[src/rtl/i2c_baud_pkg.sv]
package i2c_baud_pkg;
  localparam int DEF_N_W = 3;
  localparam int DEF_M_W = 4;

  typedef enum logic {
    BASE_TWO = 1'b0,  // prescale by 2^(N+1)
    BASE_ONE = 1'b1   // prescale by 2^N
  } base_sel_e;
endpackage

[src/rtl/i2c_baud_cfg.sv]
module i2c_baud_cfg
  import i2c_baud_pkg::*;
#(
  parameter int N_W = DEF_N_W,
  parameter int M_W = DEF_M_W,
  localparam int CFG_W = N_W + M_W
) (
  input  logic             clk_i,
  input  logic             rst_i,
  input  logic             alt_base_i,
  input  logic [CFG_W-1:0] cfg_word_i,
  input  logic             cfg_load_i,
  output logic [N_W-1:0]   n_o,
  output logic [M_W-1:0]   m_o,
  output base_sel_e        base_o,
  output logic             restart_o
);
  logic [N_W-1:0] n_q;
  logic [M_W-1:0] m_q;
  base_sel_e      base_q;

  always_ff @(posedge clk_i) begin
    if (rst_i) begin
      n_q    <= '0;
      m_q    <= '0;
      base_q <= base_sel_e'(alt_base_i);
    end else if (cfg_load_i) begin
      n_q    <= cfg_word_i[N_W-1:0];
      m_q    <= cfg_word_i[CFG_W-1:N_W];
      base_q <= base_sel_e'(alt_base_i);
    end
  end

  assign restart_o = cfg_load_i & ~rst_i;
  assign n_o       = n_q;
  assign m_o       = m_q;
  assign base_o    = base_q;

  AST_CFG_HOLD: assert property (@(posedge clk_i) disable iff (rst_i)
    !$past(rst_i) && !$past(cfg_load_i) |-> $stable(n_q) && $stable(m_q) && $stable(base_q));
endmodule

[src/rtl/i2c_baud_prescale.sv]
module i2c_baud_prescale
  import i2c_baud_pkg::*;
#(
  parameter int N_W = DEF_N_W,
  localparam int PRE_W = 1 << N_W,
  localparam int EXP_W = N_W + 1
) (
  input  logic           clk_i,
  input  logic           rst_i,
  input  logic           restart_i,
  input  logic [N_W-1:0] n_i,
  input  base_sel_e      base_i,
  output logic           pre_en_o
);
  logic [EXP_W-1:0] exp_w;
  logic [PRE_W-1:0] last_w;
  logic [PRE_W-1:0] cnt_q;

  always_comb begin
    if (base_i == BASE_ONE) exp_w = {1'b0, n_i};
    else                    exp_w = {1'b0, n_i} + EXP_W'(1);
    last_w = ~({PRE_W{1'b1}} << exp_w);
  end

  assign pre_en_o = (cnt_q == last_w);

  always_ff @(posedge clk_i) begin
    if (rst_i || restart_i) cnt_q <= '0;
    else if (pre_en_o)      cnt_q <= '0;
    else                    cnt_q <= cnt_q + PRE_W'(1);
  end

  AST_PRE_STEP: assert property (@(posedge clk_i) disable iff (rst_i)
    !$past(rst_i) && !$past(restart_i) && !$past(pre_en_o) |-> cnt_q == $past(cnt_q) + PRE_W'(1));
  AST_PRE_WRAP: assert property (@(posedge clk_i) disable iff (rst_i)
    !$past(rst_i) && $past(pre_en_o) |-> cnt_q == '0);
endmodule

[src/rtl/i2c_baud_modulo.sv]
module i2c_baud_modulo
  import i2c_baud_pkg::*;
#(
  parameter int M_W = DEF_M_W
) (
  input  logic           clk_i,
  input  logic           rst_i,
  input  logic           restart_i,
  input  logic           pre_en_i,
  input  logic [M_W-1:0] m_i,
  output logic           tick_o
);
  logic [M_W-1:0] cnt_q;
  logic           tick_q;
  logic           wrap_w;
  logic           rst_d_q;

  assign wrap_w = pre_en_i && (cnt_q == m_i);

  always_ff @(posedge clk_i) begin
    if (rst_i || restart_i) begin
      cnt_q  <= '0;
      tick_q <= 1'b0;
    end else begin
      tick_q <= wrap_w;
      if (pre_en_i) cnt_q <= wrap_w ? '0 : cnt_q + M_W'(1);
    end
  end

  always_ff @(posedge clk_i) rst_d_q <= rst_i;

  assign tick_o = tick_q;

  always_comb begin
    if (rst_d_q) AST_RST_QUIET: assert (!tick_q);
  end

  AST_TICK_NEEDS_EN: assert property (@(posedge clk_i) disable iff (rst_i)
    tick_q |-> $past(pre_en_i));
  AST_STAGE_HOLD: assert property (@(posedge clk_i) disable iff (rst_i)
    !$past(rst_i) && !$past(restart_i) && !$past(pre_en_i) |-> $stable(cnt_q));
  AST_LOAD_CLEAN: assert property (@(posedge clk_i) disable iff (rst_i)
    restart_i |=> !tick_q);
endmodule

[src/rtl/i2c_baud_tick.sv]
module i2c_baud_tick
  import i2c_baud_pkg::*;
#(
  parameter int N_W = DEF_N_W,
  parameter int M_W = DEF_M_W,
  localparam int CFG_W = N_W + M_W
) (
  input  logic             clk_i,
  input  logic             rst_i,
  input  logic             alt_base_i,
  input  logic [CFG_W-1:0] cfg_word_i,
  input  logic             cfg_load_i,
  output logic             tick_o
);
  logic [N_W-1:0] n_w;
  logic [M_W-1:0] m_w;
  base_sel_e      base_w;
  logic           restart_w;
  logic           pre_en_w;
  logic           unit_w;

  i2c_baud_cfg #(.N_W(N_W), .M_W(M_W)) cfg_i (
    .clk_i(clk_i), .rst_i(rst_i), .alt_base_i(alt_base_i),
    .cfg_word_i(cfg_word_i), .cfg_load_i(cfg_load_i),
    .n_o(n_w), .m_o(m_w), .base_o(base_w), .restart_o(restart_w)
  );

  i2c_baud_prescale #(.N_W(N_W)) pre_i (
    .clk_i(clk_i), .rst_i(rst_i), .restart_i(restart_w),
    .n_i(n_w), .base_i(base_w), .pre_en_o(pre_en_w)
  );

  i2c_baud_modulo #(.M_W(M_W)) mod_i (
    .clk_i(clk_i), .rst_i(rst_i), .restart_i(restart_w),
    .pre_en_i(pre_en_w), .m_i(m_w), .tick_o(tick_o)
  );

  assign unit_w = (base_w == BASE_ONE) && (n_w == '0) && (m_w == '0);

  AST_TICK_PULSE: assert property (@(posedge clk_i) disable iff (rst_i)
    tick_o && !unit_w |=> !tick_o);
endmodule

[config.mk]
export PLATFORM = sky130hd
export DESIGN_NAME = i2c_baud_tick
export DESIGN_NICKNAME = d
export VERILOG_FILES = /design/src/rtl/i2c_baud_pkg.sv /design/src/rtl/i2c_baud_cfg.sv /design/src/rtl/i2c_baud_prescale.sv /design/src/rtl/i2c_baud_modulo.sv /design/src/rtl/i2c_baud_tick.sv
export SDC_FILE = /design/constraint.sdc
export NUM_CORES = 1
export LEC_CHECK = 0
export ABC_AREA = 1
export ABC_CLOCK_PERIOD_IN_PS = 2400
export BUFFER_PORTS_ARGS = -buffer_cell sky130_fd_sc_hd__buf_2
export CORE_UTILIZATION = 30
export CTS_BUF_LIST = sky130_fd_sc_hd__clkbuf_16
export CTS_CLUSTER_SIZE = 24
export DETAILED_ROUTE_END_ITERATION = 8
export SYNTH_ARGS = -nofsm -noshare
export SYNTH_HDL_FRONTEND = slang
export SYNTH_SLANG_ARGS = --single-unit
export TNS_END_PERCENT = 5
[constraint.sdc]
create_clock -name clk_i -period 2.4 [get_ports clk_i]
set_clock_uncertainty 0.2 [all_clocks]
set_input_delay 0.24 -clock clk_i [delete_from_list [all_inputs] [get_ports clk_i]]
set_output_delay 0.24 -clock clk_i [all_outputs]
set_load 0.01 [all_outputs]
## Word-level counts from Yosys, hierarchy flattened

Cells that the tools add are included.

- $add $sub $neg: 3
- Eq/ne operators: 2
- Shift-type cells: 1
- Mux-type cells: 4
- Bitwise operators: 3
- Reduce and logical (&&, ||, !) cells: 4

Operators with widths:

| cell | number |
|---|---|
| $add 8x1->8 const B | 1 |
| $eq 8x8->1 | 1 |
| $mux 4 | 2 |
| $not 8->8 | 1 |
| $shl 8x4->8 const A | 1 |
| $add 3x1->4 const B | 1 |
| $add 4x1->4 const B | 1 |
| $eq 4x4->1 | 1 |
| $mux 1 | 2 |
| $reduce_bool 2->1 | 1 |
| $reduce_or 2->1 | 1 |
| $and 1x1->1 | 1 |
| $logic_and 1x1->1 | 1 |
| $logic_or 1x1->1 | 1 |
| $not 1->1 | 1 |

- Flip-flop bits (word level): 21
- Output and inout bits: 1
- Word-level logic and storage cells: 23

## Logic depth before layout (Yosys ltp)

- Depth after elaboration: 7
- Gate-level depth with buffers: 13

## Hierarchy

A second synthesis with hierarchy kept.

- Cell total of the unflattened synthesis: 203
- Area, all modules: 1346.3 um2

By module, submodules not included:

| module | instances | cells each | area each (um2) | seq. area each (um2) |
|---|---|---|---|---|
| i2c_baud_prescale | 1 | 126 | 753.2 | 160.2 |
| i2c_baud_cfg | 1 | 35 | 304.0 | 170.2 |
| i2c_baud_modulo | 1 | 42 | 289.0 | 100.1 |

## Least setup slack after synthesis

OpenSTA, ideal clock, no wires.

- Kind: register -> register
- Start point: register cfg_i.n_q[0] (netlist: cfg_i.n_o[0])
- End point: register pre_i.cnt_q[5]
- Data arrival time: 1.550 ns
- Required time: 2.078 ns
- Slack: 0.528 ns
- Stages on the path, launching flop included: 14
- Buffers on the path: 0
- Clock period less this slack: 1.872 ns
- Path through: dfxtp_1 -> ha_1 -> nand2_2 -> nand2_2 -> nor2_1 -> nand2_1 -> nand2_1 -> nand2_1 -> inv_2 -> nand2_2 -> nor2_4 -> nand2_4 -> nand2_8 -> nor3_2

- Cells in the longest elaborated chain, start to end: 6

RTL lines:

| element | RTL line | RTL |
|---|---|---|
| start: declaration | i2c_baud_cfg.sv:18 | `logic [N_W-1:0] n_q;` |
| start signal: assignment | i2c_baud_cfg.sv:28 | `n_q <= cfg_word_i[N_W-1:0];` |
| $add 3x1->4 | i2c_baud_prescale.sv:21 | `else exp_w = {1'b0, n_i} + EXP_W'(1);` |
| $mux 4 * | i2c_baud_prescale.sv:20 | `if (base_i == BASE_ONE) exp_w = {1'b0, n_i};` |
| $shl 8x4->8 * | i2c_baud_prescale.sv:22 | `last_w = ~({PRE_W{1'b1}} << exp_w);` |
| $not 8->8 * | i2c_baud_prescale.sv:22 |  |
| $eq 8x8->1 * | i2c_baud_prescale.sv:25 | `assign pre_en_o = (cnt_q == last_w);` |
| $reduce_or 2->1 (no source line) * | n/a |  |
| end signal: assignment | i2c_baud_prescale.sv:30 | `else cnt_q <= cnt_q + PRE_W'(1);` |
| end: declaration | i2c_baud_prescale.sv:17 | `logic [PRE_W-1:0] cnt_q;` |

Mark *: on every way between the ends. The rest lies on a longest branch, timed or not.
A chain may end at the register's enable or synchronous reset.

## Worst setup path after layout

Ends and elaborated chain as after synthesis.

==> impl_metrics.ini <==
[outcome]
status = finished clean

[clocking]
cts_resized = 0
clock_path_buffers = 2
clock-sinks = 21
clk_latency_ns = 0.25
post-cts-setup-buffers = 0
htreeDepth = 1
cts_root_buf = clkbuf_16
cts_tree = built
cts_buffers = 3
clk_pin_slew_ns = 0.06
hold_buffers = 1

[global_routing]
grt_pass1_wl_um = 4174
antenna_found_initial = 0
grt_max_degree = 13
gr-usage-all-layers_pct = 12.34
grt_pass1_vias = 1030
grt_overflow = 0

[timing]
slew_headroom_pct = 71.76
hold_violations = 0
totalNegativeSetupSlack_ns = 0
fmax_mhz = 497.6
period_share_pct = 83.74
fin_crit_ns = 2.010
report.final.slew_viol_count = 0
hold_ws_ns = 0.03482
worst_pin_slew_ns = 0.4221
worst_slack_ns = 0.3902
rsz0062_at_grt = no
finalSetupViolCount = 0

[setup_path]
cp_cell_sequence = ha_1, nand2_2, nand2_2, inv_1, nand2_1, nand2_1, nand2_1, nand2_1, nand2_2, nor2_4, nand2_4, nand2_8, nor3_2
worstSetupPathType = flip-flop to flip-flop
slowest_stage = dfxtp_1
path_buf_inv = 1
reg2reg_to = pre_i.cnt_q[5]$_SDFF_PP0_
crit-reg2reg-launch = cfg_i.n_o[0]$_SDFFE_PP0P_
cpMostUsedCell = nand2_1
slowest_delay_ns = 0.45
cp_data_required_time_ns = 2.34
end_kind = flip-flop
setup.worst_path.start_class = flip-flop
cp.arrival_ns = 1.95
rrSetupSlack_ns = 0.39
crit_family = simple AND/OR/NAND/NOR gates
r2r_cells = 13
crit_fanout = 8

[layout]
drive_above_1_share_pct = 25.41
num-fill-cells = 435
area_growth_pct = 16.75
num_antenna_cells = 0
final_nets = 200

[placement]
pre_cts_ws_ns = 0.3973
gp_congestion = 0.8387
port_buffers = 11
dpl.hpwl_um = 1821

[die]
dieHeight_um = 66.87
design.portCount = 12
coreArea_sq_um = 4029
start_util_pct = 31.34
die_area_sq_um = 4472
fp-row-count = 23
die_width_um = 66.87

[detailed_routing]
drt_pass1_iterations = 4
wl_per_cell_um = 9.791
routed_wl_um = 2301
avgViaCountPerCell = 4.498
drc = 0
drt_iter0_drc = 30
detail-route-antenna-nets = 0
vias = 1057

[synth]
ys.warnings.count = 0
synthCells = 169
synth_edf_count = 1
ys_async_sr_fraction_pct = 0
synth_cell_types = 28
synth_seq_cells = 21
syn-num-nets = 183
synthFlopType = dfxtp_1
syn_area_per_cell_sq_um = 7.470
seq_area_frac_synth_pct = 34.09
netlist_area_sq_um = 1262

[min_path]
hold_end = cfg_i.m_o[0]$_SDFFE_PP0P_
min_path_cells = 3
hold_path_class = primary input to flip-flop
hp-start = cfg_word_i[3]

[pwr]
swShare_pct = 26.14
vdd_drop_max_uv = 321.3
p_clk_share_pct = 40.7
total_power_w = 0.0008598
switching_power_w = 0.0002248
leakage_nw = 0.6153
seq_power_share_pct = 43.6
power.internal_w = 0.0006350
p_comb_share_pct = 15.7
powerDensity_nw_per_um2 = 583.3

[run]
drv_cap = 0
==> layout make-up <==
cell class / count / area [sq um] / area share [%]
clock inverters: 1 / 5.005 / 0.3396
flip-flops and latches: 21 / 430.4 / 29.20
multi-input cells: 126 / 748.2 / 50.76
repair buffers: 13 / 72.57 / 4.924
clock buffers: 3 / 75.07 / 5.093
inverters: 21 / 80.08 / 5.433
well taps: 50 / 62.56 / 4.244
==> worst register-to-register path, stage by stage (launching register included) <==
cell	delay [ns]
dfxtp_1	0.45
ha_1	0.28
nand2_2	0.07
nand2_2	0.06
inv_1	0.09
nand2_1	0.08
nand2_1	0.06
nand2_1	0.04
nand2_1	0.06
nand2_2	0.06
nor2_4	0.15
nand2_4	0.12
nand2_8	0.11
nor3_2	0.04
==> kinds of logic (layout without fill, tap and decap cells) <==
| kind of cell | after synthesis | count (layout) | share of synthesized area, % |
|---|---|---|---|
| AO/OA/AOI/OAI | 13 | 13 | 5.946 |
| XOR/XNOR | 9 | 9 | 6.244 |
| AND/OR/NAND/NOR | 101 | 101 | 44.10 |
| adder cells (fa/ha/maj) | 3 | 3 | 2.974 |
| buffers and inverters | 22 | 38 | 6.639 |
| flip-flops | 21 | 21 | 34.09 |
==> cell usage after synthesis, types with 3 or more instances <==
cell type  number  area (sq um)
nand3_1        13         65.06
nand2_2         9         56.30
a21oi_1         9         45.04
nand4_1         6         37.54
nand2_4         3         33.78
nor3_2          3         30.03
dfxtp_1        20         400.4
ha_1            3         37.54
xor2_1          7         61.31
inv_1          17         63.81
nor2_2          6         37.54
nor2_1          7         26.28
nand2_1        45         168.9
==> cell usage in the layout, fill, tap and decap left out <==
cell type / count
ha_1: 3
a21oi_2: 1
buf_4: 1
a31oi_1: 1
xnor2_1: 2
xor2_1: 7
nor3_1: 2
nor2_4: 2
clkinv_1: 1
dfxtp_1: 20
a21oi_1: 9
nand3_1: 13
nor3_2: 3
nand2_2: 9
nor2_2: 6
buf_2: 11
edfxtp_1: 1
nand4_4: 1
a211oi_1: 2
dlygate4sd3_1: 1
nor3b_1: 1
nand2_1: 45
nand2_8: 1
clkbuf_16: 3
nand3_2: 2
inv_1: 17
nand4_1: 6
clkinv_2: 2
inv_2: 2
nand2_4: 3
nor2_1: 7
==> routing by layer <==
layer  share of wire [%]  vias to the layer above  GRT usage (%)
met1                  48                      464          15.12
met2                  47                       15          20.45
li1                    -                      573              -
met4                 1.8                        0          5.585
met5                   0                        -              0
met3                 2.8                        5          2.568
==> sequential cells by signal, indices dropped and copies added, names as in the netlist <==
| name | flops |
|---|---|
| cfg_i.m_o | 4 |
| pre_i.cnt_q | 8 |
| cfg_i.base_o | 1 |
| cfg_i.n_o | 3 |
| mod_i.cnt_q | 4 |
| mod_i.tick_o | 1 |
==> through the flow <==
step                std cells  util, %  area [sq um]
global placement          230    34.35          1384
global route              235    36.58          1474
CTS                       235    36.58          1474
floorplan                 169        -          1262
finish                    235    36.58          1474
detailed placement        230    34.35          1384
==> worst max path at each step <==
stage                                         start                          end  slack, ns  depth (start not counted)
after floorplan           cfg_i.n_o[0]$_SDFFE_PP0P_    pre_i.cnt_q[5]$_SDFF_PP0_       0.53                         13
after global placement    cfg_i.n_o[0]$_SDFFE_PP0P_    pre_i.cnt_q[5]$_SDFF_PP0_       0.41                         13
after detailed placement  cfg_i.n_o[0]$_SDFFE_PP0P_    pre_i.cnt_q[5]$_SDFF_PP0_       0.40                         11
after CTS                 cfg_i.n_o[0]$_SDFFE_PP0P_    pre_i.cnt_q[5]$_SDFF_PP0_       0.38                         11
after global routing      cfg_i.n_o[0]$_SDFFE_PP0P_  mod_i.cnt_q[2]$_SDFFE_PP0N_       0.18                         11
final                     cfg_i.n_o[0]$_SDFFE_PP0P_    pre_i.cnt_q[5]$_SDFF_PP0_       0.39                         13
==> power by group through the flow <==
| stage | Sequential, W | Combinational, W | Clock, W |
|---|---|---|---|
| floorplan | 0.000381 | 0.000107 | 0 |
| global placement | 0.000383 | 0.000134 | 0 |
| detailed placement | 0.000383 | 0.000134 | 0 |
| CTS | 0.000375 | 0.000136 | 0.000359 |
| global route | 0.000377 | 0.000154 | 0.000374 |
| finish | 0.000375 | 0.000135 | 0.000350 |
(Power assumes the default switching activity.)
